<file path="src/rtl/wh_pkg.sv">
package wh_pkg;

  typedef enum logic [1:0] {
    FK_HEAD   = 2'b00,
    FK_BODY   = 2'b01,
    FK_TAIL   = 2'b10,
    FK_SINGLE = 2'b11
  } flit_kind_e;

  function automatic int idx_width(input int n);
    return (n > 1) ? $clog2(n) : 1;
  endfunction

endpackage

</file>
<file path="src/rtl/wh_rr_arbiter.sv">
module wh_rr_arbiter #(
  parameter int NUM_REQ = 4,
  localparam int IDX_W = wh_pkg::idx_width(NUM_REQ)
) (
  input  logic               clk,
  input  logic               rst_n,
  input  logic [NUM_REQ-1:0] req,
  input  logic               adv,
  output logic [NUM_REQ-1:0] gnt
);

  logic [IDX_W-1:0] ptr_q, ptr_d;
  logic [IDX_W-1:0] win_idx;
  logic             found;

  always_comb begin
    gnt     = '0;
    found   = 1'b0;
    win_idx = '0;
    for (int k = 0; k < NUM_REQ; k++) begin
      int idx;
      idx = int'(ptr_q) + k;
      if (idx >= NUM_REQ) idx = idx - NUM_REQ;
      if (!found && req[idx]) begin
        found    = 1'b1;
        gnt[idx] = 1'b1;
        win_idx  = IDX_W'(idx);
      end
    end
  end

  always_comb begin
    ptr_d = ptr_q;
    if (adv && found) begin
      if (int'(win_idx) == NUM_REQ - 1) ptr_d = '0;
      else                              ptr_d = win_idx + 1'b1;
    end
  end

  always_ff @(posedge clk or negedge rst_n) begin
    if (!rst_n) ptr_q <= '0;
    else        ptr_q <= ptr_d;
  end

endmodule

</file>
<file path="src/rtl/wh_input_ctrl.sv">
module wh_input_ctrl #(
  parameter int NUM_PORTS = 4,
  parameter int DATA_W    = 8,
  localparam int PORT_W = wh_pkg::idx_width(NUM_PORTS),
  localparam int FLIT_W = 2 + PORT_W + DATA_W
) (
  input  logic                 clk,
  input  logic                 rst_n,
  input  logic                 valid,
  input  logic [FLIT_W-1:0]    flit,
  input  logic [NUM_PORTS-1:0] out_ready,
  input  logic [NUM_PORTS-1:0] out_free,
  input  logic                 granted,
  output logic [NUM_PORTS-1:0] req,
  output logic                 dequeue,
  output logic                 credit_up,
  output logic                 locked,
  output logic [PORT_W-1:0]    lock_port
);
  import wh_pkg::*;

  flit_kind_e       kind;
  logic [PORT_W-1:0] dest, tgt;
  logic             lock_q, lock_d, lock_en;
  logic [PORT_W-1:0] port_q, port_d;
  logic             cup_q;

  assign kind = flit_kind_e'(flit[FLIT_W-1 -: 2]);
  assign dest = flit[FLIT_W-3 -: PORT_W];
  assign tgt  = lock_q ? port_q : dest;

  // request generation: locked inputs reuse the stored port, others need a free output
  always_comb begin
    req = '0;
    if (valid && (int'(tgt) < NUM_PORTS) && out_ready[tgt]) begin
      if (lock_q)
        req[tgt] = 1'b1;
      else if ((kind == FK_HEAD || kind == FK_SINGLE) && out_free[tgt])
        req[tgt] = 1'b1;
    end
  end

  assign dequeue = valid && granted;

  always_comb begin
    lock_en = dequeue;
    lock_d  = lock_q;
    port_d  = port_q;
    if (!lock_q && kind == FK_HEAD) begin
      lock_d = 1'b1;
      port_d = dest;
    end else if (lock_q && kind == FK_TAIL) begin
      lock_d = 1'b0;
    end
  end

  always_ff @(posedge clk or negedge rst_n) begin
    if (!rst_n) begin
      lock_q <= 1'b0;
      port_q <= '0;
    end else if (lock_en) begin
      lock_q <= lock_d;
      port_q <= port_d;
    end
  end

  always_ff @(posedge clk or negedge rst_n) begin
    if (!rst_n) cup_q <= 1'b0;
    else        cup_q <= dequeue;
  end

  assign credit_up = cup_q;
  assign locked    = lock_q;
  assign lock_port = port_q;

endmodule

</file>
<file path="src/rtl/wh_output_port.sv">
module wh_output_port #(
  parameter int NUM_PORTS = 4,
  parameter int DATA_W    = 8,
  parameter int BUF_DEPTH = 4,
  localparam int PORT_W = wh_pkg::idx_width(NUM_PORTS),
  localparam int FLIT_W = 2 + PORT_W + DATA_W,
  localparam int CNT_W  = $clog2(BUF_DEPTH + 1)
) (
  input  logic                        clk,
  input  logic                        rst_n,
  input  logic [NUM_PORTS-1:0]        req,
  input  logic [NUM_PORTS*FLIT_W-1:0] flits,
  input  logic                        credit_in,
  output logic [NUM_PORTS-1:0]        gnt,
  output logic                        out_valid,
  output logic [FLIT_W-1:0]           out_flit,
  output logic                        free,
  output logic                        ready,
  output logic [CNT_W-1:0]            credits
);
  import wh_pkg::*;

  logic [FLIT_W-1:0] sel_flit;
  flit_kind_e        sel_kind;
  logic              sent, adv;
  logic              free_q, free_d;
  logic [CNT_W-1:0]  cnt_q, cnt_d;
  logic              vld_q;
  logic [FLIT_W-1:0] flit_q;

  wh_rr_arbiter #(.NUM_REQ(NUM_PORTS)) u_arb (
    .clk   (clk),
    .rst_n (rst_n),
    .req   (req),
    .adv   (adv),
    .gnt   (gnt)
  );

  always_comb begin
    sel_flit = '0;
    for (int i = 0; i < NUM_PORTS; i++)
      if (gnt[i]) sel_flit = sel_flit | flits[i*FLIT_W +: FLIT_W];
  end

  assign sel_kind = flit_kind_e'(sel_flit[FLIT_W-1 -: 2]);
  assign sent     = |gnt;
  assign adv      = sent && (sel_kind == FK_HEAD || sel_kind == FK_SINGLE);

  always_comb begin
    free_d = free_q;
    if (sent && sel_kind == FK_HEAD) free_d = 1'b0;
    if (sent && sel_kind == FK_TAIL) free_d = 1'b1;
  end

  always_comb begin
    cnt_d = cnt_q - CNT_W'(sent) + CNT_W'(credit_in);
  end

  always_ff @(posedge clk or negedge rst_n) begin
    if (!rst_n) begin
      free_q <= 1'b1;
      cnt_q  <= CNT_W'(BUF_DEPTH);
      vld_q  <= 1'b0;
    end else begin
      free_q <= free_d;
      cnt_q  <= cnt_d;
      vld_q  <= sent;
    end
  end

  always_ff @(posedge clk or negedge rst_n) begin
    if (!rst_n)    flit_q <= '0;
    else if (sent) flit_q <= sel_flit;
  end

  assign out_valid = vld_q;
  assign out_flit  = flit_q;
  assign free      = free_q;
  assign ready     = (cnt_q != '0);
  assign credits   = cnt_q;

endmodule

</file>
<file path="src/rtl/wh_switch.sv">
module wh_switch #(
  parameter int NUM_PORTS = 4,
  parameter int DATA_W    = 8,
  parameter int BUF_DEPTH = 4,
  localparam int PORT_W = wh_pkg::idx_width(NUM_PORTS),
  localparam int FLIT_W = 2 + PORT_W + DATA_W,
  localparam int CNT_W  = $clog2(BUF_DEPTH + 1)
) (
  input  logic                        clk,
  input  logic                        rst_n,
  input  logic [NUM_PORTS-1:0]        in_valid,
  input  logic [NUM_PORTS*FLIT_W-1:0] in_flit,
  output logic [NUM_PORTS-1:0]        in_ready,
  output logic [NUM_PORTS-1:0]        credit_up,
  output logic [NUM_PORTS-1:0]        out_valid,
  output logic [NUM_PORTS*FLIT_W-1:0] out_flit,
  input  logic [NUM_PORTS-1:0]        out_credit
);

  logic [NUM_PORTS-1:0][NUM_PORTS-1:0] req_by_in, req_by_out;
  logic [NUM_PORTS-1:0][NUM_PORTS-1:0] gnt_by_in, gnt_by_out;
  logic [NUM_PORTS-1:0]                out_free, out_rdy, in_locked;
  logic [NUM_PORTS*PORT_W-1:0]         lock_ports;
  logic [NUM_PORTS*CNT_W-1:0]          credit_cnts;

  for (genvar o = 0; o < NUM_PORTS; o++) begin : g_xpose_o
    for (genvar i = 0; i < NUM_PORTS; i++) begin : g_xpose_i
      assign req_by_out[o][i] = req_by_in[i][o];
      assign gnt_by_in[i][o]  = gnt_by_out[o][i];
    end
  end

  for (genvar i = 0; i < NUM_PORTS; i++) begin : g_in
    wh_input_ctrl #(.NUM_PORTS(NUM_PORTS), .DATA_W(DATA_W)) u_in (
      .clk       (clk),
      .rst_n     (rst_n),
      .valid     (in_valid[i]),
      .flit      (in_flit[i*FLIT_W +: FLIT_W]),
      .out_ready (out_rdy),
      .out_free  (out_free),
      .granted   (|gnt_by_in[i]),
      .req       (req_by_in[i]),
      .dequeue   (in_ready[i]),
      .credit_up (credit_up[i]),
      .locked    (in_locked[i]),
      .lock_port (lock_ports[i*PORT_W +: PORT_W])
    );
  end

  for (genvar o = 0; o < NUM_PORTS; o++) begin : g_out
    wh_output_port #(
      .NUM_PORTS (NUM_PORTS),
      .DATA_W    (DATA_W),
      .BUF_DEPTH (BUF_DEPTH)
    ) u_out (
      .clk       (clk),
      .rst_n     (rst_n),
      .req       (req_by_out[o]),
      .flits     (in_flit),
      .credit_in (out_credit[o]),
      .gnt       (gnt_by_out[o]),
      .out_valid (out_valid[o]),
      .out_flit  (out_flit[o*FLIT_W +: FLIT_W]),
      .free      (out_free[o]),
      .ready     (out_rdy[o]),
      .credits   (credit_cnts[o*CNT_W +: CNT_W])
    );
  end

endmodule

</file>
<file path="config.mk">
export PLATFORM = sky130hd
export DESIGN_NAME = wh_switch
export DESIGN_NICKNAME = d
export VERILOG_FILES = /design/src/rtl/wh_pkg.sv /design/src/rtl/wh_rr_arbiter.sv /design/src/rtl/wh_input_ctrl.sv /design/src/rtl/wh_output_port.sv /design/src/rtl/wh_switch.sv
export SDC_FILE = /design/constraint.sdc
export NUM_CORES = 1
export LEC_CHECK = 0
export ABC_AREA = 1
export BUFFER_PORTS_ARGS = -buffer_cell sky130_fd_sc_hd__buf_2
export CORE_MARGIN = 2
export CORE_UTILIZATION = 25
export CTS_BUF_LIST = sky130_fd_sc_hd__clkbuf_8
export DETAILED_ROUTE_END_ITERATION = 8
export PLACE_DENSITY = 0.41
export SLEW_MARGIN = 20
export SYNTH_ARGS = -nofsm -noshare
export SYNTH_HDL_FRONTEND = slang
export SYNTH_HIERARCHICAL = 1
export SYNTH_SLANG_ARGS = --single-unit
</file>
<file path="constraint.sdc">
create_clock -name clk -period 6.75 [get_ports clk]
set_clock_uncertainty 0.1 [all_clocks]
set_input_delay 1.0125 -clock clk [delete_from_list [all_inputs] [get_ports clk]]
set_output_delay 1.0125 -clock clk [all_outputs]
set_load 0.05 [all_outputs]
</file>
==> results_dict.tcl <==
set metrics [dict create \
    root_buffer "clkbuf_8" \
    grt_setup_unrepaired "false" \
    seq_area_frac_synth 0.289 \
    fmax_mhz 185 \
    ant_nets 0 \
    maxCapViolCount 0 \
    yosysWarnings 6 \
    grt_pass1_vias 8107 \
    synth_area_mm2 0.00799 \
    required_ns 5.64 \
    syn2layout_area_growth_pct 15.9 \
    yosysUniqueCellTypes 28 \
    ys_seq_elements 92 \
    totalWireLength_um 30000 \
    wl_per_cell_um 17.3 \
    synth_nets 1318 \
    start_util 0.254 \
    hold_viol_final 0 \
    grtUsageMet2 0.323 \
    critPathLaunchType "primary input" \
    vias 8229 \
    status "complete, no violations" \
    gr-usage-met3 0.0298 \
    viasPerCell 4.75 \
    clockBufferDepth 2 \
    cts_made_buffers 9 \
    clk_latency_ns 0.42 \
    die_h_um 183 \
    drive_gt1_frac 0.195 \
    worstPathMaxFanout 14 \
    drc 0 \
    criticalPathCategory "primary input to primary output" \
    port_buffers 117 \
    grt.busiest_layer "met2" \
    dieArea_mm2 0.0334 \
    setup_viol 0 \
    crit_path_end_kind "primary output" \
    grt_start_max_net_pins 54 \
    synthesis.instances 1204 \
    drt_iter0_markers 501 \
    fin_tns_setup_ns 0 \
    num-fill-cells 3408 \
    period_needed_ns 5.41 \
    grt_pass1_wl_um 47200 \
    worstPathArrival_ns 4.30 \
    die_w_um 183 \
    seq_area_mm2 0.00231 \
    cts_resized 0 \
    std_cell_rows 65 \
    hpwl_um 23000 \
    cts.clk_slew.worst_paths_ns 0.10 \
    dr.pass1.iters 5 \
    use_met1 0.238 \
    post_cts_buffers 0 \
    core_area_mm2 0.0315 \
    worst_pin_slew_ns 0.924 \
    finalCritPeriodShare 0.801 \
    whs_ns 0.397 \
    antenna_found_initial 1 \
    cts.htree.levels 3 \
    drv_slew 0 \
    hold_class "flop to flop" \
    grt_usage 0.185 \
    fin_nets 1438 \
    clock_sinks 92 \
    relSlewSlack 0.384 \
    syn_area_per_cell_um2 6.64 \
    cts_hold_buffers 0 \
    gp_congestion 0.873 \
    overflow 0 \
    multi_input_area_mm2 0.00490 \
    io_pins 118 \
    tritoncts "yes" \
]
[layout by cell type (no fill, tap or decap), types with 9 or more instances in the layout]
master    instances
nand3_2           9
nand2_1         475
nor2_1           44
o21ai_0          20
nand3_1         131
a21oi_1          16
nand4_1          56
inv_1           149
ha_1             52
nand2_4          20
nand2_2          37
buf_2           116
buf_4            17
dfrtp_1          84
clkbuf_8          9
[cells in the mapped netlist, drive strengths merged]
cell     number  area [µm²]
dfstp         8         210
xnor2         8        70.1
a31oi         4        25.0
a21oi        24         150
nand4        56         350
buf          24         160
clkinv        4        15.0
nand3       140         746
fa            4        80.1
o21ai        32         175
ha           52         651
nor2         56         280
o2111ai       8        70.1
or3           4        25.0
inv         160         611
dfrtp        84        2100
a21boi        4        30.0
nand2       532        2240
[final timing paths]
path | from | endpoint | slack, ns | cells past startpoint
worst max-delay path | in_flit[45] | in_ready[3] | 1.34 | 20
worst min-delay path | g_in[1].u_in/lock_port[1] | g_in[1].u_in/lock_port[1] | 0.40 | 2
worst max register to register | g_out[2].u_out/credits[2] | g_out[0].u_out/credits[2] | 2.10 | 25
worst min register to register | g_in[1].u_in/lock_port[1] | g_in[1].u_in/lock_port[1] | 0.40 | 2
max in group asynchronous | rst_n | g_out[3].u_out/u_arb/ptr_q[1] | 4.90 | 2
min in group asynchronous | rst_n | g_out[2].u_out/out_flit[0] | 0.48 | 1
[cell type report]
cell class              count  share of cell area
inverters                 164              0.0675
well taps                 402              0.0543
repair buffers            133              0.0765
multi-input cells         924               0.529
diodes                      1            0.000270
clock inverters             7             0.00986
flip-flops and latches     92               0.250
clock buffers               9              0.0134
[critical path, cell delays in order]
cell,delay (ns)
buf_2,0.19
inv_1,0.09
o21ai_2,0.31
inv_1,0.11
nand2_1,0.08
nand2_1,0.06
a21oi_2,0.25
nor2_1,0.13
inv_1,0.07
nand2_1,0.05
nand3_2,0.12
nand2_4,0.10
inv_4,0.09
nand4_1,0.18
o21ai_2,0.77
nor2_1,0.11
nand2_1,0.12
nand2_1,0.05
inv_1,0.11
buf_2,0.28
[metal layers]
metal	wire length, µm	share of wire	up-vias
met3	1360	0.045	31
met1	13700	0.46	3918
li1	-	-	4067
met2	14500	0.48	213
met4	517	0.017	0
met5	0	0	-
[kinds of logic after synthesis]
family          Yosys count  synth area share
flops                    92             0.289
fa+ha+maj                56            0.0914
simple gates            788             0.456
compound gates           72            0.0564
xor+xnor                  8           0.00877
buf+inv                 188            0.0983
[stage by stage]
| stage | instances | instance area (µm²) | utilization | worst slack [ns] |
|---|---|---|---|---|
| floorplan | 1204 | 7990 | - | 2.38 |
| global placement | 1715 | 9040 | 0.287 | 1.36 |
| detailed placement | 1715 | 9040 | 0.287 | 1.39 |
| CTS | 1731 | 9260 | 0.294 | 1.38 |
| global route | 1731 | 9260 | 0.294 | 1.09 |
| finish | 1732 | 9260 | 0.294 | 1.34 |
[flip-flops by register name, indices dropped and copies added, names as in the netlist]
name                     count
g_out.u_out/u_arb/ptr_q      8
g_out.u_out/out_valid        4
g_out.u_out/free             4
g_out.u_out/credits         12
g_in.u_in/credit_up          4
g_out.u_out/out_flit        48
g_in.u_in/lock_port          8
g_in.u_in/locked             4
Power is left out: the tool's default activity adds up to more than one toggle a clock period on the data nets, which glitch-free logic cannot reach.
